`config.mk`:
```
export PLATFORM = sky130hd
export DESIGN_NAME = i2c_scl_timer
export DESIGN_NICKNAME = d
export VERILOG_FILES = /design/src/rtl/sclt_pkg.sv /design/src/rtl/sclt_datapath.sv /design/src/rtl/sclt_control.sv /design/src/rtl/i2c_scl_timer.sv
export SDC_FILE = /design/constraint.sdc
export NUM_CORES = 1
export LEC_CHECK = 0
export CELL_PAD_IN_SITES_DETAIL_PLACEMENT = 1
export CELL_PAD_IN_SITES_GLOBAL_PLACEMENT = 1
export CORE_ASPECT_RATIO = 1.5
export CORE_MARGIN = 8
export CORE_UTILIZATION = 35
export DETAILED_ROUTE_END_ITERATION = 10
export HOLD_SLACK_MARGIN = 0.05
export PLACE_DENSITY = 0.72
export SYNTH_ARGS = -nofsm -noshare
export SYNTH_HDL_FRONTEND = slang
export SYNTH_SLANG_ARGS = --single-unit
export TNS_END_PERCENT = 100
```
`constraint.sdc`:
```
create_clock -name clk -period 9.46 [get_ports clk]
set_input_delay 1.892 -clock clk [delete_from_list [all_inputs] [get_ports clk]]
set_output_delay 1.892 -clock clk [all_outputs]
set_load 0.01 [all_outputs]
```
`src/rtl/sclt_pkg.sv`:
```
package sclt_pkg;

  typedef enum logic [1:0] {
    CMD_BIT   = 2'd0,
    CMD_START = 2'd1,
    CMD_STOP  = 2'd2
  } cmd_e;

  typedef enum logic [2:0] {
    PH_IDLE,
    PH_LOW,
    PH_WAITHI,
    PH_HIGH,
    PH_SETUP,
    PH_HOLD
  } phase_e;

  typedef enum logic [1:0] {
    CNT_KEEP,
    CNT_CLR,
    CNT_ONE,
    CNT_INC
  } cntop_e;

  // strobes towards the byte engine
  typedef struct packed {
    logic drvSda;
    logic sclRise;
    logic sampleSda;
    logic startDone;
    logic stopDone;
  } strobe_t;

  // compare results from the datapath towards the control
  typedef struct packed {
    logic atData;
    logic lowEnd;
    logic highMid;
    logic highEnd;
    logic edgeEnd;
  } flags_t;

endpackage

```
`src/rtl/sclt_datapath.sv`:
```
module sclt_datapath
  import sclt_pkg::*;
#(
  parameter int CNT_W = 12
) (
  input  logic             clk,
  input  logic             rstN,
  input  logic [CNT_W-1:0] periodCnt,
  input  logic [CNT_W-1:0] lowCnt,
  input  logic [CNT_W-1:0] edgeCnt,
  input  logic [CNT_W-1:0] dataSetupCnt,
  input  cntop_e           cntOp,
  output flags_t           flags
);

  localparam int EXT_W = CNT_W + 1;
  localparam logic [CNT_W-1:0] MIN_PH = CNT_W'(2);
  localparam logic [CNT_W-1:0] ONE_C  = CNT_W'(1);

  logic [CNT_W-1:0] cntQ;
  logic [CNT_W-1:0] lowEff;
  logic [CNT_W-1:0] lowLast;
  logic [CNT_W-1:0] highEff;
  logic [CNT_W-1:0] dataEff;
  logic [CNT_W-1:0] edgeEff;
  logic [EXT_W-1:0] lowPlusTwo;

  // effective phase lengths after clamping
  always_comb begin
    lowEff     = (lowCnt < MIN_PH) ? MIN_PH : lowCnt;
    lowLast    = lowEff - ONE_C;
    lowPlusTwo = {1'b0, lowEff} + EXT_W'(2);
    highEff    = ({1'b0, periodCnt} >= lowPlusTwo) ? (periodCnt - lowEff) : MIN_PH;
    edgeEff    = (edgeCnt < MIN_PH) ? MIN_PH : edgeCnt;
    if (dataSetupCnt == '0)          dataEff = ONE_C;
    else if (dataSetupCnt > lowLast) dataEff = lowLast;
    else                             dataEff = dataSetupCnt;
  end

  always_comb begin
    flags.atData  = (cntQ == dataEff);
    flags.lowEnd  = (cntQ >= lowLast);
    flags.highMid = (cntQ == (highEff >> 1));
    flags.highEnd = (cntQ >= (highEff - ONE_C));
    flags.edgeEnd = (cntQ >= (edgeEff - ONE_C));
  end

  // phase counter, saturating
  always_ff @(posedge clk or negedge rstN) begin
    if (!rstN) begin
      cntQ <= '0;
    end else begin
      unique case (cntOp)
        CNT_CLR:  cntQ <= '0;
        CNT_ONE:  cntQ <= ONE_C;
        CNT_INC:  if (cntQ != '1) cntQ <= cntQ + ONE_C;
        default:  cntQ <= cntQ;
      endcase
    end
  end

endmodule

```
`src/rtl/sclt_control.sv`:
```
module sclt_control
  import sclt_pkg::*;
(
  input  logic       clk,
  input  logic       rstN,
  input  logic       normalOp,
  input  logic       sclRelease,
  input  logic       cmdValid,
  input  logic [1:0] cmdKind,
  input  logic       sclIn,
  input  flags_t     flags,
  output cntop_e     cntOp,
  output logic       sclQ,
  output logic       ready,
  output strobe_t    stb
);

  phase_e phase, nextPhase;
  cmd_e   target, nextTarget, cmdNorm;
  logic   nextScl;

  always_comb begin
    if (cmdKind == 2'd1)      cmdNorm = CMD_START;
    else if (cmdKind == 2'd2) cmdNorm = CMD_STOP;
    else                      cmdNorm = CMD_BIT;
  end

  always_comb begin
    nextPhase  = phase;
    nextTarget = target;
    nextScl    = sclQ;
    cntOp      = CNT_INC;
    stb        = '0;
    unique case (phase)
      PH_IDLE: begin
        cntOp = CNT_CLR;
        if (cmdValid) begin
          nextTarget = cmdNorm;
          if (cmdNorm == CMD_BIT || !sclQ) begin
            // the accept cycle already counts as the first low cycle
            nextPhase = PH_LOW;
            nextScl   = 1'b0;
            cntOp     = CNT_ONE;
          end else begin
            nextPhase = PH_SETUP;
          end
        end
      end
      PH_LOW: begin
        stb.drvSda = flags.atData;
        if (flags.lowEnd) begin
          stb.sclRise = 1'b1;
          nextScl     = 1'b1;
          nextPhase   = PH_WAITHI;
        end
      end
      PH_WAITHI: begin
        cntOp = CNT_KEEP;
        if (sclIn) begin
          // first cycle seen high is count zero of the high phase
          cntOp     = CNT_ONE;
          nextPhase = (target == CMD_BIT) ? PH_HIGH : PH_SETUP;
        end
      end
      PH_HIGH: begin
        stb.sampleSda = flags.highMid;
        if (flags.highEnd) begin
          nextScl   = 1'b0;
          nextPhase = PH_IDLE;
        end
      end
      PH_SETUP: begin
        if (flags.edgeEnd) begin
          stb.drvSda = 1'b1;
          if (target == CMD_START) begin
            nextPhase = PH_HOLD;
            cntOp     = CNT_CLR;
          end else begin
            stb.stopDone = 1'b1;
            nextPhase    = PH_IDLE;
          end
        end
      end
      PH_HOLD: begin
        if (flags.edgeEnd) begin
          stb.startDone = 1'b1;
          nextScl       = 1'b0;
          nextPhase     = PH_IDLE;
        end
      end
      default: nextPhase = PH_IDLE;
    endcase
    if (!normalOp) begin
      nextPhase = PH_IDLE;
      nextScl   = sclRelease;
      cntOp     = CNT_CLR;
      stb       = '0;
    end
  end

  always_ff @(posedge clk or negedge rstN) begin
    if (!rstN) begin
      phase  <= PH_IDLE;
      target <= CMD_BIT;
      sclQ   <= 1'b1;
    end else begin
      phase  <= nextPhase;
      target <= nextTarget;
      sclQ   <= nextScl;
    end
  end

  assign ready = normalOp && (phase == PH_IDLE);

  // a release strobe is followed by SCL high
  p_rise_r4: assert property (@(posedge clk) disable iff (!rstN || !normalOp)
    stb.sclRise |=> sclQ);

  // sampling only while SCL is driven and read back high
  p_sample_high_r7: assert property (@(posedge clk) disable iff (!rstN)
    stb.sampleSda |-> (sclIn && sclQ));

  // a stretched clock holds the wait phase
  p_wait_r6: assert property (@(posedge clk) disable iff (!rstN || !normalOp)
    (phase == PH_WAITHI && !sclIn) |=> (phase == PH_WAITHI));

  // SCL goes low right after START completes
  p_start_low_r2: assert property (@(posedge clk) disable iff (!rstN || !normalOp)
    stb.startDone |=> !sclQ);

  // STOP completes with SCL high
  p_stop_high_r9: assert property (@(posedge clk) disable iff (!rstN)
    stb.stopDone |-> sclQ);

  // override forces the idle phase
  p_override_idle_r10: assert property (@(posedge clk) disable iff (!rstN)
    !normalOp |=> (phase == PH_IDLE));

endmodule

```
`src/rtl/i2c_scl_timer.sv`:
```
module i2c_scl_timer
  import sclt_pkg::*;
#(
  parameter int CNT_W = 12
) (
  input  logic             clk,
  input  logic             rstN,
  input  logic             normalOp,
  input  logic             sclRelease,
  input  logic [CNT_W-1:0] periodCnt,
  input  logic [CNT_W-1:0] lowCnt,
  input  logic [CNT_W-1:0] edgeCnt,
  input  logic [CNT_W-1:0] dataSetupCnt,
  input  logic             cmdValid,
  input  logic [1:0]       cmdKind,
  output logic             ready,
  input  logic             sdaLevel,
  input  logic             sclIn,
  input  logic             sdaIn,
  output logic             sclOut,
  output logic             drvSda,
  output logic             sclRise,
  output logic             sampleSda,
  output logic             startDone,
  output logic             stopDone,
  output logic [3:0]       busMon
);

  flags_t  flags;
  cntop_e  cntOp;
  strobe_t stb;
  logic    sclQ;

  sclt_datapath #(.CNT_W(CNT_W)) u_dp (
    .clk          (clk),
    .rstN         (rstN),
    .periodCnt    (periodCnt),
    .lowCnt       (lowCnt),
    .edgeCnt      (edgeCnt),
    .dataSetupCnt (dataSetupCnt),
    .cntOp        (cntOp),
    .flags        (flags)
  );

  sclt_control u_ctl (
    .clk        (clk),
    .rstN       (rstN),
    .normalOp   (normalOp),
    .sclRelease (sclRelease),
    .cmdValid   (cmdValid),
    .cmdKind    (cmdKind),
    .sclIn      (sclIn),
    .flags      (flags),
    .cntOp      (cntOp),
    .sclQ       (sclQ),
    .ready      (ready),
    .stb        (stb)
  );

  assign sclOut    = normalOp ? sclQ : sclRelease;
  assign drvSda    = stb.drvSda;
  assign sclRise   = stb.sclRise;
  assign sampleSda = stb.sampleSda;
  assign startDone = stb.startDone;
  assign stopDone  = stb.stopDone;
  assign busMon    = {sdaLevel, sdaIn, sclOut, sclIn};

endmodule

```
==> impl_metrics.env <==
export IMPL_p_seq_share_pct=20.4
export IMPL_max_freq_mhz=109.3
export IMPL_cp_start_kind="input pin"
export IMPL_synth_cells=609
export IMPL_finalWorstPathRequiredPeriod_ps=9149
export IMPL_swShare_pct=44.44
export IMPL_dieArea_mm2=0.01705
export IMPL_critPathSlowestCell="or4_1"
export IMPL_rows=51
export IMPL_ant_nets=0
export IMPL_ys_warn_count=0
export IMPL_maxCapViolCount=0
export IMPL_fin_skew_ps=1.357
export IMPL_route_detailed_drc=0
export IMPL_hp_class="flop to flop"
export IMPL_r2r_cells=18
export IMPL_p_leak_nw=2.341
export IMPL_finalHoldViolations=0
export IMPL_numCtsBuffers=3
export IMPL_die_x_um=109.3
export IMPL_clock_latency_ps=250
export IMPL_internal_power_w=0.0003129
export IMPL_ys_async_sr_fraction_pct=100.0
export IMPL_start_util_pct=35.48
export IMPL_grt_pass1_vias=5308
export IMPL_clockRootBuffer="clkbuf_16"
export IMPL_final_max_slew_viol_count=0
export IMPL_wl_per_cell_um=20.04
export IMPL_layout_commonest_cell="ha_1"
export IMPL_power_density_mw_per_mm2=102.7
export IMPL_clk_path_buf_depth=2
export IMPL_ir_drop_mv=0.06133
export IMPL_busiest_layer="met2"
export IMPL_grt_overflow=0
export IMPL_cpPeakStageDelay_ps=610
export IMPL_grt_start_max_net_pins=19
export IMPL_required_ps=7570
export IMPL_io_pins=69
export IMPL_finalPower_w=0.0005633
export IMPL_crit_type="input pin to output port"
export IMPL_syn_area_per_cell_um2=7.509
export IMPL_antenna_found_initial=0
export IMPL_io_buffers=64
export IMPL_synth_seq_area_share_pct=9.877
export IMPL_crit_chain="clkdlybuf4s50_1 -> or4_1 -> nor3_2 -> nand2_1 -> nand2b_1 -> inv_1 -> ha_1 -> nor3b_1 -> a311oi_2 -> ha_1 -> nand4_1 -> a211o_1 -> a31o_2 -> a22oi_1 -> xnor2_1 -> a2111oi_2 -> nand4_1 -> o21ai_1 -> clkdlybuf4s50_1"
export IMPL_cp_arrival_ps=7260
export IMPL_dp_hpwl_um=13720
export IMPL_core_area_mm2=0.01289
export IMPL_p_comb_share_pct=62.5
export IMPL_timing_rr_start="u_dp.cntQ[0]$_DFFE_PN0P_"
export IMPL_period_share_pct=96.71
export IMPL_clock_sinks=18
export IMPL_min_to="u_ctl.target[0]$_DFFE_PN0P_"
export IMPL_syn_to_final_growth_pct=19.89
export IMPL_clock_power_share_pct=17.1
export IMPL_ys_types=71
export IMPL_dieHeight_um=156.0
export IMPL_status="completed"
export IMPL_netlist_area_mm2=0.004573
export IMPL_num_vias=4915
export IMPL_whs_ps=593.2
export IMPL_tightest_slew_ps=864.7
export IMPL_crit_reg2reg_capture="u_dp.cntQ[11]$_DFFE_PN0P_"
export IMPL_vias_per_cell=5.994
export IMPL_drt_initial_drc_count=167
export IMPL_multiInputGateArea_mm2=0.003905
export IMPL_final_cell_mix="80 x ha_1, 63 x clkdlybuf4s50_1, 44 x nor2_1, 43 x nand2_1, 41 x xnor2_1"
export IMPL_cts_tree="done"
export IMPL_holdPathStages=1
export IMPL_path_max_fanout=9
export IMPL_first_pass_iters=4
export IMPL_ys_flop_type="dfrtp_1"
export IMPL_use_met3_pct=1.778
export IMPL_r2r_setup_slack_ps=4710
export IMPL_synth_nets=748
export IMPL_diodes=0
export IMPL_hold_buffers=0
export IMPL_slew_headroom_pct=42.17
export IMPL_power_switching_w=0.0002504
export IMPL_gp_congestion=0.9128
export IMPL_fill_cells=1610
export IMPL_grtUsageTotal_pct=19.14
export IMPL_clk_pin_slew_ps=50
export IMPL_drive_gt1_share_pct=5.900
export IMPL_ys_ff_latch=18
export IMPL_synth_edf_count=0
export IMPL_met2_usage_pct=37.18
export IMPL_regArea_um2=451.7
export IMPL_fin_nets=801
export IMPL_finalSetupViolations=0
export IMPL_wirelength_um=16430
export IMPL_grt_pass1_wl_um=26440
export IMPL_cts_max_level=1
export IMPL_min_from="u_ctl.target[0]$_DFFE_PN0P_"
export IMPL_worstSetupEndpointType="output port"
export IMPL_use_met1_pct=19.80
-- critical path: cells and delay by family --
family,cells,cell delay [ps]
simple gates,7,1570
xor+xnor,1,120
compound gates,6,1970
buf+inv,3,1190
fa+ha+maj,2,500
-- registers in the layout, summed over array words and instances, names as in the netlist --
signal        count
u_dp.cntQ        12
u_ctl.phase       3
u_ctl.target      2
u_ctl.sclQ        1
-- worst max path at each step --
stage / start / end / slack [ps] / depth (start not counted)
floorplan: lowCnt[6] / drvSda / 1550 / 19
global placement: lowCnt[6] / drvSda / 150 / 21
detailed placement: lowCnt[6] / drvSda / -20 / 21
CTS: lowCnt[6] / drvSda / 50 / 21
global route: lowCnt[9] / drvSda / -40 / 20
finish: lowCnt[9] / drvSda / 310 / 19
-- layout make-up --
| class | count | area share [%] |
|---|---|---|
| inverters | 32 | 2.191 |
| clock buffers | 4 | 1.620 |
| repair buffers | 74 | 13.10 |
| multi-input cells | 533 | 71.22 |
| flip-flops and latches | 18 | 8.238 |
| well taps | 159 | 3.628 |
-- cell usage after synthesis (3+ instances only) --
master / n / area share, %
a2111oi_0: 3 / 0.57
a211o_1: 3 / 0.57
a211oi_1: 4 / 0.66
a21o_1: 15 / 2.5
a21oi_1: 39 / 4.3
a221oi_1: 3 / 0.57
a22o_1: 3 / 0.57
a22oi_1: 4 / 0.66
a311oi_1: 3 / 0.57
a31o_2: 3 / 0.57
a31oi_1: 7 / 0.96
and2_1: 3 / 0.41
and3_1: 12 / 1.6
buf_1: 3 / 0.25
buf_4: 4 / 0.66
clkbuf_1: 15 / 1.2
dfrtp_1: 17 / 9.3
ha_1: 80 / 22
inv_1: 32 / 2.6
mux2_2: 5 / 1.2
mux2i_1: 5 / 1.1
nand2_1: 43 / 3.5
nand2b_1: 14 / 1.9
nand3_1: 21 / 2.3
nand4_1: 13 / 1.8
nor2_1: 44 / 3.6
nor2b_1: 10 / 1.4
nor3_1: 16 / 1.8
nor4_1: 12 / 1.6
o2111ai_1: 3 / 0.57
o211ai_1: 5 / 0.82
o21a_1: 7 / 1.1
o21ai_0: 39 / 4.3
o21ai_1: 3 / 0.33
o22ai_1: 4 / 0.55
or2_2: 5 / 0.68
or3_1: 6 / 0.82
or4_1: 6 / 0.98
xnor2_1: 41 / 7.9
xor2_1: 19 / 3.6
-- power by group through the flow --
stage / sequential (W) / combinational, W / clock (W)
global route: 0.000117 / 0.000391 / 0.0000986
finish: 0.000115 / 0.000352 / 0.0000962
floorplan: 0.0000996 / 0.000244 / 0
detailed placement: 0.000117 / 0.000349 / 0
global placement: 0.000115 / 0.000332 / 0
CTS: 0.000115 / 0.000354 / 0.0000967
-- cell families after synthesis --
logic type | share of synthesized area [%]
buffers and inverters | 5.472
DFF | 9.877
adders and majority gates | 22.33
AOI/OAI and AO/OA | 23.48
xor gates and xnor gates | 11.49
muxes | 2.326
and+or+nand+nor | 25.03
-- per-stage QoR --
step | cell area [um2] | cells | util, % | TNS, ps | setup WS (ps)
final | 5483 | 820 | 42.54 | 0 | 310.9
after global routing | 5483 | 820 | 42.54 | -42.59 | -42.59
after CTS | 5451 | 820 | 42.29 | 0 | 48.17
after detailed placement | 5358 | 816 | 41.56 | -17.79 | -17.79
after global placement | 5358 | 816 | 41.56 | 0 | 148.2
after floorplan | 4573 | 609 | - | 0 | 1547
-- metal layers --
metal  up-vias  routed length [um]
met1      2404                6381
met2       116                8907
met5         -                   0
met4         0                 615
li1       2357                   -
met3        38                 525
-- repair_timing --
action / 4_1_cts / 5_1_grt
setup buffers: 0 / 0
resized for setup: 1 / 7
pin swaps: 0 / 2
endpoints found under the setup margin: 1 / 1
Note: power is estimated with default switching activity, not from simulation.
